`src/rtl/mcyc_pkg.sv`:
```
package mcyc_pkg;
    localparam int NUM_STATES    = 6;
    localparam int CLK_PER_STATE = 2;
    localparam int CYC_TICKS     = NUM_STATES * CLK_PER_STATE;
    localparam int TICK_W        = $clog2(CYC_TICKS);
    localparam int STATE_W       = $clog2(NUM_STATES + 1);

    typedef logic [TICK_W-1:0] tick_t;

    typedef struct packed {
        logic dcyc;   // current cycle is the data cycle of a transfer
        logic dwr;    // direction captured with the request
    } mode_t;
endpackage

```
`src/rtl/mcyc_tick_ctr.sv`:
```
module mcyc_tick_ctr
    import mcyc_pkg::*;
(
    input  logic               clk,
    input  logic               rst,
    output tick_t              tick,
    output logic [STATE_W-1:0] state_num,
    output logic               ph1,
    output logic               ph2,
    output logic               last
);
    localparam tick_t LAST_TICK = tick_t'(CYC_TICKS - 1);
    localparam tick_t CPS       = tick_t'(CLK_PER_STATE);

    typedef struct packed {
        tick_t tick;
    } ctr_t;

    ctr_t c_d, c_q;

    always_comb begin
        c_d = c_q;
        if (rst) begin
            c_d.tick = '0;
        end else if (c_q.tick == LAST_TICK) begin
            c_d.tick = '0;
        end else begin
            c_d.tick = c_q.tick + tick_t'(1);
        end
    end

    always_ff @(posedge clk) begin
        c_q <= c_d;
    end

    assign tick      = c_q.tick;
    assign last      = (c_q.tick == LAST_TICK);
    assign state_num = STATE_W'(c_q.tick / CPS) + STATE_W'(1);
    assign ph1       = ((c_q.tick % CPS) == '0);
    assign ph2       = ((c_q.tick % CPS) == tick_t'(CLK_PER_STATE - 1));

    // the tick advances by one every clock until the last slot
    a_r1_tick_step: assert property (@(posedge clk) disable iff (rst)
        $past(!rst && c_q.tick != LAST_TICK) |-> c_q.tick == tick_t'($past(c_q.tick) + tick_t'(1)));

    // the last slot is followed by the first
    a_r1_tick_wrap: assert property (@(posedge clk) disable iff (rst)
        $past(!rst && c_q.tick == LAST_TICK) |-> c_q.tick == '0);

    // reset puts the sequencer in the first slot
    a_r2_reset_slot: assert property (@(posedge clk)
        rst |=> c_q.tick == '0);
endmodule

```
`src/rtl/mcyc_mode_reg.sv`:
```
module mcyc_mode_reg
    import mcyc_pkg::*;
(
    input  logic  clk,
    input  logic  rst,
    input  logic  last,
    input  logic  xfer_req,
    input  logic  xfer_wr,
    output mode_t mode
);
    mode_t m_d, m_q;

    always_comb begin
        m_d = m_q;
        if (rst) begin
            m_d = '0;
        end else if (last) begin
            // only a normal cycle can open a transfer
            m_d.dcyc = !m_q.dcyc && xfer_req;
            m_d.dwr  = xfer_wr;
        end
    end

    always_ff @(posedge clk) begin
        m_q <= m_d;
    end

    assign mode = m_q;

    // a data cycle is never followed by another data cycle
    a_r6_single_dcyc: assert property (@(posedge clk) disable iff (rst)
        $past(!rst && m_q.dcyc && last) |-> !m_q.dcyc);

    // outside the sampling slot the mode never changes
    a_r9_mode_hold: assert property (@(posedge clk) disable iff (rst)
        $past(!rst && !last) |-> $stable(m_q));
endmodule

```
`src/rtl/mcyc_strobe_dec.sv`:
```
module mcyc_strobe_dec
    import mcyc_pkg::*;
#(
    parameter int PSTRB_LEN     = 3,
    parameter int FETCH_B_STATE = 4
) (
    input  logic  rst,
    input  tick_t tick,
    input  mode_t mode,
    input  logic  more_bytes,
    input  logic  xfer_req,
    output logic  fetch_a,
    output logic  fetch_b,
    output logic  op_latch,
    output logic  pc_inc,
    output logic  exec_done,
    output logic  prog_rd_n,
    output logic  data_rd_n,
    output logic  data_wr_n
);
    localparam int SLOT_A    = 0;
    localparam int SLOT_B    = (FETCH_B_STATE - 1) * CLK_PER_STATE;
    localparam int DSTRB_LEN = 2 * PSTRB_LEN;
    localparam int LAST_TICK = CYC_TICKS - 1;
    localparam int NSLOTS    = 2;

    int t_i;
    logic [NSLOTS-1:0] pwin;
    logic dwin;

    assign t_i = int'(tick);

    // one program strobe window per fetch slot, starting in its second phase
    for (genvar g = 0; g < NSLOTS; g++) begin : g_slot
        localparam int S = (g == 0) ? SLOT_A : SLOT_B;
        assign pwin[g] = (t_i > S) && (t_i <= S + PSTRB_LEN);
    end

    assign dwin = (t_i >= 1) && (t_i <= DSTRB_LEN);

    always_comb begin
        fetch_a   = 1'b0;
        fetch_b   = 1'b0;
        op_latch  = 1'b0;
        pc_inc    = 1'b0;
        exec_done = 1'b0;
        prog_rd_n = 1'b1;
        data_rd_n = 1'b1;
        data_wr_n = 1'b1;
        if (!rst) begin
            if (!mode.dcyc) begin
                fetch_a   = (t_i == SLOT_A);
                fetch_b   = (t_i == SLOT_B);
                op_latch  = (t_i == SLOT_A + 1);
                pc_inc    = (t_i == SLOT_A) || ((t_i == SLOT_B) && more_bytes);
                prog_rd_n = !(|pwin);
                exec_done = (t_i == LAST_TICK) && !xfer_req;
            end else begin
                data_rd_n = !(dwin && !mode.dwr);
                data_wr_n = !(dwin && mode.dwr);
                exec_done = (t_i == LAST_TICK);
            end
        end
    end
endmodule

```
`src/rtl/mcyc_sequencer.sv`:
```
module mcyc_sequencer
    import mcyc_pkg::*;
#(
    parameter int PSTRB_LEN     = 3,
    parameter int FETCH_B_STATE = 4
) (
    input  logic       clk,
    input  logic       rst,
    input  logic       more_bytes,
    input  logic       xfer_req,
    input  logic       xfer_wr,
    output logic [2:0] state_num,
    output logic       ph1,
    output logic       ph2,
    output logic       fetch_a,
    output logic       fetch_b,
    output logic       op_latch,
    output logic       pc_inc,
    output logic       exec_done,
    output logic       prog_rd_n,
    output logic       data_rd_n,
    output logic       data_wr_n
);
    tick_t tick;
    logic  last;
    mode_t mode;
    logic [STATE_W-1:0] st;

    mcyc_tick_ctr u_ctr (
        .clk       (clk),
        .rst       (rst),
        .tick      (tick),
        .state_num (st),
        .ph1       (ph1),
        .ph2       (ph2),
        .last      (last)
    );

    mcyc_mode_reg u_mode (
        .clk      (clk),
        .rst      (rst),
        .last     (last),
        .xfer_req (xfer_req),
        .xfer_wr  (xfer_wr),
        .mode     (mode)
    );

    mcyc_strobe_dec #(
        .PSTRB_LEN     (PSTRB_LEN),
        .FETCH_B_STATE (FETCH_B_STATE)
    ) u_dec (
        .rst        (rst),
        .tick       (tick),
        .mode       (mode),
        .more_bytes (more_bytes),
        .xfer_req   (xfer_req),
        .fetch_a    (fetch_a),
        .fetch_b    (fetch_b),
        .op_latch   (op_latch),
        .pc_inc     (pc_inc),
        .exec_done  (exec_done),
        .prog_rd_n  (prog_rd_n),
        .data_rd_n  (data_rd_n),
        .data_wr_n  (data_wr_n)
    );

    assign state_num = 3'(st);

    // nothing is strobed while reset is held
    a_r2_reset_quiet: assert property (@(posedge clk)
        rst |-> prog_rd_n && data_rd_n && data_wr_n && !fetch_a && !fetch_b
                && !op_latch && !pc_inc && !exec_done);

    // the fetch pulses land in the first phase of their states
    a_r3_fetch_a_slot: assert property (@(posedge clk) disable iff (rst)
        fetch_a |-> state_num == 3'd1 && ph1);
    a_r3_fetch_b_slot: assert property (@(posedge clk) disable iff (rst)
        fetch_b |-> state_num == 3'(FETCH_B_STATE) && ph1);

    // the bus carries no program traffic during a data cycle
    a_r6_quiet_bus: assert property (@(posedge clk) disable iff (rst)
        mode.dcyc |-> prog_rd_n && !fetch_a && !fetch_b && !pc_inc && !op_latch);

    // one strobe at a time on the shared bus
    a_r7_one_strobe: assert property (@(posedge clk) disable iff (rst)
        !(!data_rd_n && !data_wr_n) && !(!prog_rd_n && !(data_rd_n && data_wr_n)));

    // a data strobe opens in S1 Phase 2
    a_r7_data_open: assert property (@(posedge clk) disable iff (rst)
        $fell(data_rd_n && data_wr_n) |-> state_num == 3'd1 && ph2);

    // execution ends only in the final slot
    a_r8_done_last: assert property (@(posedge clk) disable iff (rst)
        exec_done |-> state_num == 3'd6 && ph2);
endmodule

```
`config.mk`:
```
export PLATFORM = sky130hd
export DESIGN_NAME = mcyc_sequencer
export DESIGN_NICKNAME = d
export VERILOG_FILES = /design/src/rtl/mcyc_pkg.sv /design/src/rtl/mcyc_tick_ctr.sv /design/src/rtl/mcyc_mode_reg.sv /design/src/rtl/mcyc_strobe_dec.sv /design/src/rtl/mcyc_sequencer.sv
export SDC_FILE = /design/constraint.sdc
export NUM_CORES = 1
export LEC_CHECK = 0
export BUFFER_PORTS_ARGS = -buffer_cell sky130_fd_sc_hd__buf_2
export CAP_MARGIN = 20
export CORE_AREA = 3 3 40 42
export DETAILED_ROUTE_END_ITERATION = 12
export DIE_AREA = 0 0 43 45
export PLACE_DENSITY = 0.6
export SYNTH_ARGS = -nofsm -noshare
export SYNTH_HDL_FRONTEND = slang
export SYNTH_SLANG_ARGS = --single-unit
```
`constraint.sdc`:
```
create_clock -name clk -period 1.1 [get_ports clk]
set_input_delay 0.165 -clock clk [delete_from_list [all_inputs] [get_ports clk]]
set_output_delay 0.165 -clock clk [all_outputs]
set_load 0.01 [all_outputs]
```
After elaboration in Yosys (flattened, before gate mapping)

Index checks and enable logic that the tools add are counted.

Output and inout port bits: 13
Input port bits: 5
Register bits after elaboration: 6
Word-level logic and storage cells: 50

Multiplexer cells: 16
Add/sub/neg operators: 2
Reductions and logical operators: 19
$lt $le $gt $ge: 6
Equality and inequality tests: 4

Operators with widths:

| operator                                            | count |
|---|---|
| logical NOT 32 bit                                  | 1 |
| two-way mux 1 bit                                   | 16 |
| equality test 4 bit, second input constant          | 3 |
| logical AND 1 bit                                   | 8 |
| logical NOT 1 bit                                   | 6 |
| adder 4 x 1 -> 4 bit, second input constant         | 1 |
| equality test 4 x 2 -> 1 bit, second input constant | 1 |
| >= comparator 4 x 1 -> 1 bit, second input constant | 1 |
| > comparator 4 x 1 -> 1 bit, second input constant  | 1 |
| > comparator 4 x 3 -> 1 bit, second input constant  | 1 |
| <= comparator 4 x 2 -> 1 bit, second input constant | 1 |
| <= comparator 4 x 3 -> 1 bit, second input constant | 1 |
| <= comparator 4 bit, second input constant          | 1 |
| logical NOT 4 bit                                   | 1 |
| OR reduction 2 bit                                  | 2 |
| adder 3 x 1 -> 3 bit, second input constant         | 1 |
| logical OR 1 bit                                    | 1 |

Depth between registers and ports, before layout

Depth after elaboration: 6
Depth in mapped cells: 5
Mapped depth without buffers: 5

Modules after synthesis

Synthesis repeated with hierarchy kept, for this count alone.

Cell total of the unflattened synthesis: 50
Area total of the unflattened synthesis: 429.2 um2

Modules (own cells, without submodules):

| module          | cells an instance | instances | sequential area each (um2) | area each (um2) |
|---|---|---|---|---|
| mcyc_tick_ctr   | 21                | 1         | 80.1                       | 207.7 |
| mcyc_strobe_dec | 22                | 1         | 0.0                        | 145.1 |
| mcyc_mode_reg   | 7                 | 1         | 40.0                       | 76.3 |

Worst setup path before layout

Ideal clock, no wire load.

Path type: register to output
From: reg u_ctr.c_q (netlist bit u_ctr.tick[0])
To: out prog_rd_n
Cell stages (with the launch flop): 6
Setup slack: -0.368 ns
Arrival: 1.303 ns
Cell sequence: dfxtp_1 inv_1 ha_1 and2b_1 a211oi_1 o21ai_0

Word-level cells in the longest chain between the ends: 6
Elaborated cells on any way between the ends: 10
Classes of those cells: order compare: 4; mux: 2; reduce/logical: 4

RTL lines:

| what                                                      | line                  | RTL |
|---|---|---|
| from (decl)                                               | mcyc_tick_ctr.sv:19   | `ctr_t c_d, c_q;` |
| from (signal assigned)                                    | mcyc_tick_ctr.sv:33   | `c_q <= c_d;` |
| > comparator 4 x 1 -> 1 bit, or another cell as far along | mcyc_strobe_dec.sv:36 | `assign pwin[g] = (t_i > S) && (t_i <= S + PSTRB_LEN);` |
| logical AND 1 bit                                         | mcyc_strobe_dec.sv:36 |  |
| OR reduction 2 bit *                                      | mcyc_strobe_dec.sv:56 | `prog_rd_n = !(\|pwin);` |
| logical NOT 1 bit *                                       | mcyc_strobe_dec.sv:56 |  |
| two-way mux 1 bit *                                       | mcyc_strobe_dec.sv:51 | `if (!mode.dcyc) begin` |
| two-way mux 1 bit *                                       | mcyc_strobe_dec.sv:50 | `if (!rst) begin` |
| to (decl)                                                 | mcyc_sequencer.sv:20  | `output logic prog_rd_n,` |

Every way passes the cells marked *; elsewhere a longest branch is shown, timed or not.

Final worst setup path

From: reg u_ctr.c_q (netlist bit u_ctr.tick[1])
To: out prog_rd_n

The elaborated chain is that of the path after synthesis.

==> impl_metrics.tcl <==
set metrics [dict create \
    outcome "finished, violations left" \
    violations "negative setup slack" \
    clock_latency_ps 240 \
    nNetsFinal 102 \
    whs_ps 155 \
    synth_area_leader_cell "dfxtp_1" \
    antenna_left 0 \
    viasPerCell 4.84 \
    place.gp.congestion 0.656 \
    clkSlewWorstSetupHoldPaths_ps 50 \
    layout_min_cycle_time_ps 1530 \
    power_uw 734 \
    io_pins 18 \
    track_usage_pct 14.1 \
    critPathKind "reg2out" \
    cts_tree "yes" \
    initial_core_util_pct 35.9 \
    synth_nets 66 \
    netlist.area_leader.share_pct 26.0 \
    design.core.area_um2 1280 \
    reg2reg_depth 7 \
    synth_area_leaders "dfxtp_1 26%, ha_1 16%, nor2_1 8.1%, mux2i_1 6.5%, nand2b_1 2.7%" \
    worstHoldEndpoint "u_mode.mode[0]" \
    rrSetupSlack_ps -300 \
    holdPathStages 3 \
    die_h_um 45 \
    ys_ff_latch 6 \
    path_max_fanout 5 \
    gr-usage-met1_pct 15.2 \
    startpoint_type "register" \
    max_freq_mhz 652 \
    final_hold_viol_count 0 \
    regArea_um2 133 \
    multiInputGateArea_um2 410 \
    grt_pass1_wl_um 2040 \
    fill_cells 114 \
    die-area_um2 1940 \
    overflow 0 \
    clock_skew_ps 1.35 \
    synth_seq_area_share_pct 26.0 \
    routedWlPerCell_um 10.9 \
    synthCells 55 \
    rsz0062_at_grt "yes" \
    layout_common_cells "16 x buf_2, 15 x buf_4, 10 x nor2_1" \
    grt_max_degree 12 \
    clock_sinks 6 \
    layout.cells.most_common "buf_2" \
    finalWirelength_um 1140 \
    num_antenna_cells 0 \
    grt_pass1_vias 479 \
    fin_ws_ps -434 \
    clk_path_buf_depth 2 \
    netlist_area_um2 462 \
    avgSynthCellArea_um2 8.39 \
    power.leakage_nw 0.373 \
    htreeDepth 1 \
    worstReg2RegStart "u_ctr.tick[0]" \
    root_buffer "clkbuf_4" \
    met2_usage_pct 25.7 \
    firstDrtPassIters 4 \
    cts_hold_buffers 0 \
    drc 0 \
    tightest_slew_ps 245 \
    cp.required_ps 940 \
    core.rowCount 13 \
    die_w_um 43 \
    period_share_pct 139 \
    ys_warn_count 0 \
    vias 508 \
    maxCapViolCount 0 \
    cp_data_arrival_time_ps 1370 \
    top_usage_layer "met2" \
    drv_slew 0 \
    finalSetupViolations 16 \
    endpoint_kind "primary output" \
    met3_usage_pct 3.19 \
    drtIter0Drc 5 \
    hpwl_um 891 \
    ys_types 27 \
    r2r_end "u_mode.mode[0]" \
    hold_class "in2reg" \
    drive_above_1_share_pct 70.0 \
    min_from "xfer_wr" \
    cts_buffers 3 \
    ir_worst_vdd_v 0.000431 \
    io_buffers 17 \
    powerDensity_nw_per_um2 878 \
    antenna_found_initial 0 \
    max_slew_margin_pct 83.7 \
    syn2layout_area_growth_pct 81.0 \
]
metal layers:
layer / routed length [um] / vias to the layer above
li1: - / 260
met1: 453 / 228
met2: 597 / 20
met3: 88 / 0
met4: 0 / 0
met5: 0 / -
worst max path at each step:
stage | from | endpoint | slack, ps | depth (start not counted)
finish | u_ctr.tick[1] | prog_rd_n | -430 | 6
global route | u_ctr.tick[0] | data_rd_n | -510 | 6
CTS | u_ctr.tick[1] | prog_rd_n | -450 | 6
detailed placement | u_ctr.tick[0] | data_rd_n | -190 | 6
global placement | u_ctr.tick[0] | data_rd_n | -190 | 6
floorplan | u_ctr.tick[0] | data_rd_n | -70 | 5
cell type report:
class,count,share of cell area [%]
Clock buffer,4,3.14
Multi-Input combinational cell,43,49.1
Inverter,3,2.54
Timing Repair Buffer,34,27.1
Sequential cell,6,15.9
Tap cell,15,2.25
where the power goes:
| group | switching [mW] | internal (mW) | total [mW] |
|---|---|---|---|
| Sequential | 0.0230 | 0.226 | 0.249 |
| Clock | 0.0852 | 0.138 | 0.223 |
| Combinational | 0.118 | 0.143 | 0.262 |
flip-flops by register name (all words and copies together) (netlist names):
signal,count
u_mode.mode,2
u_ctr.tick,4
metrics by stage:
| stage | setup slack (ps) | instances | TNS, ps | utilization (%) | cell area (um^2) |
|---|---|---|---|---|---|
| floorplan | -70.1 | 55 | -516 | - | 549 |
| finish | -434 | 105 | -4590 | 65.0 | 836 |
| CTS | -450 | 105 | -4940 | 64.1 | 823 |
| detailed placement | -189 | 98 | -1710 | 57.4 | 737 |
| global placement | -189 | 98 | -1460 | 57.4 | 737 |
| global route | -511 | 105 | -5570 | 65.0 | 836 |
logic make-up after synthesis:
family                   after synthesis  share of synthesized area (%)
buffers and inverters                  6                           7.05
AO/OA/AOI/OAI                          5                           6.78
multiplexers                           3                           6.50
flip-flops                             6                           26.0
XOR/XNOR                               1                           1.90
adder cells (fa/ha/maj)                6                           16.3
AND/OR/NAND/NOR                       28                           35.5
critical path: stages, from the launching register on:
cell and delay [ps]:
dfxtp_4 390, inv_6 50, ha_4 150, and2b_1 160, a211oi_2 170, o21ai_2 60
buf_2 140
cells in the mapped netlist, drive strengths merged:
library cell  instances
nand4                 1
nand2                 2
and2b                 1
nor3                  1
dfxtp                 6
nor3b                 2
or3                   1
nand3                 2
a32oi                 1
a21oi                 2
nor4b                 1
nand3b                1
o21ai                 1
mux2i                 3
and3b                 1
buf                   3
xor2                  1
nor2                 10
nand2b                2
nand4b                1
a211oi                1
nor2b                 1
inv                   3
or2                   1
ha                    6
what timing repair did:
action / CTS / global route
endpoints found under the setup margin: 15 / 16
buffers inserted: 3 / 0
resized for setup: 9 / 4
pin swaps: 7 / 2
cloned: 0 / 0
No activity file was read; power rests on OpenSTA's default activity.
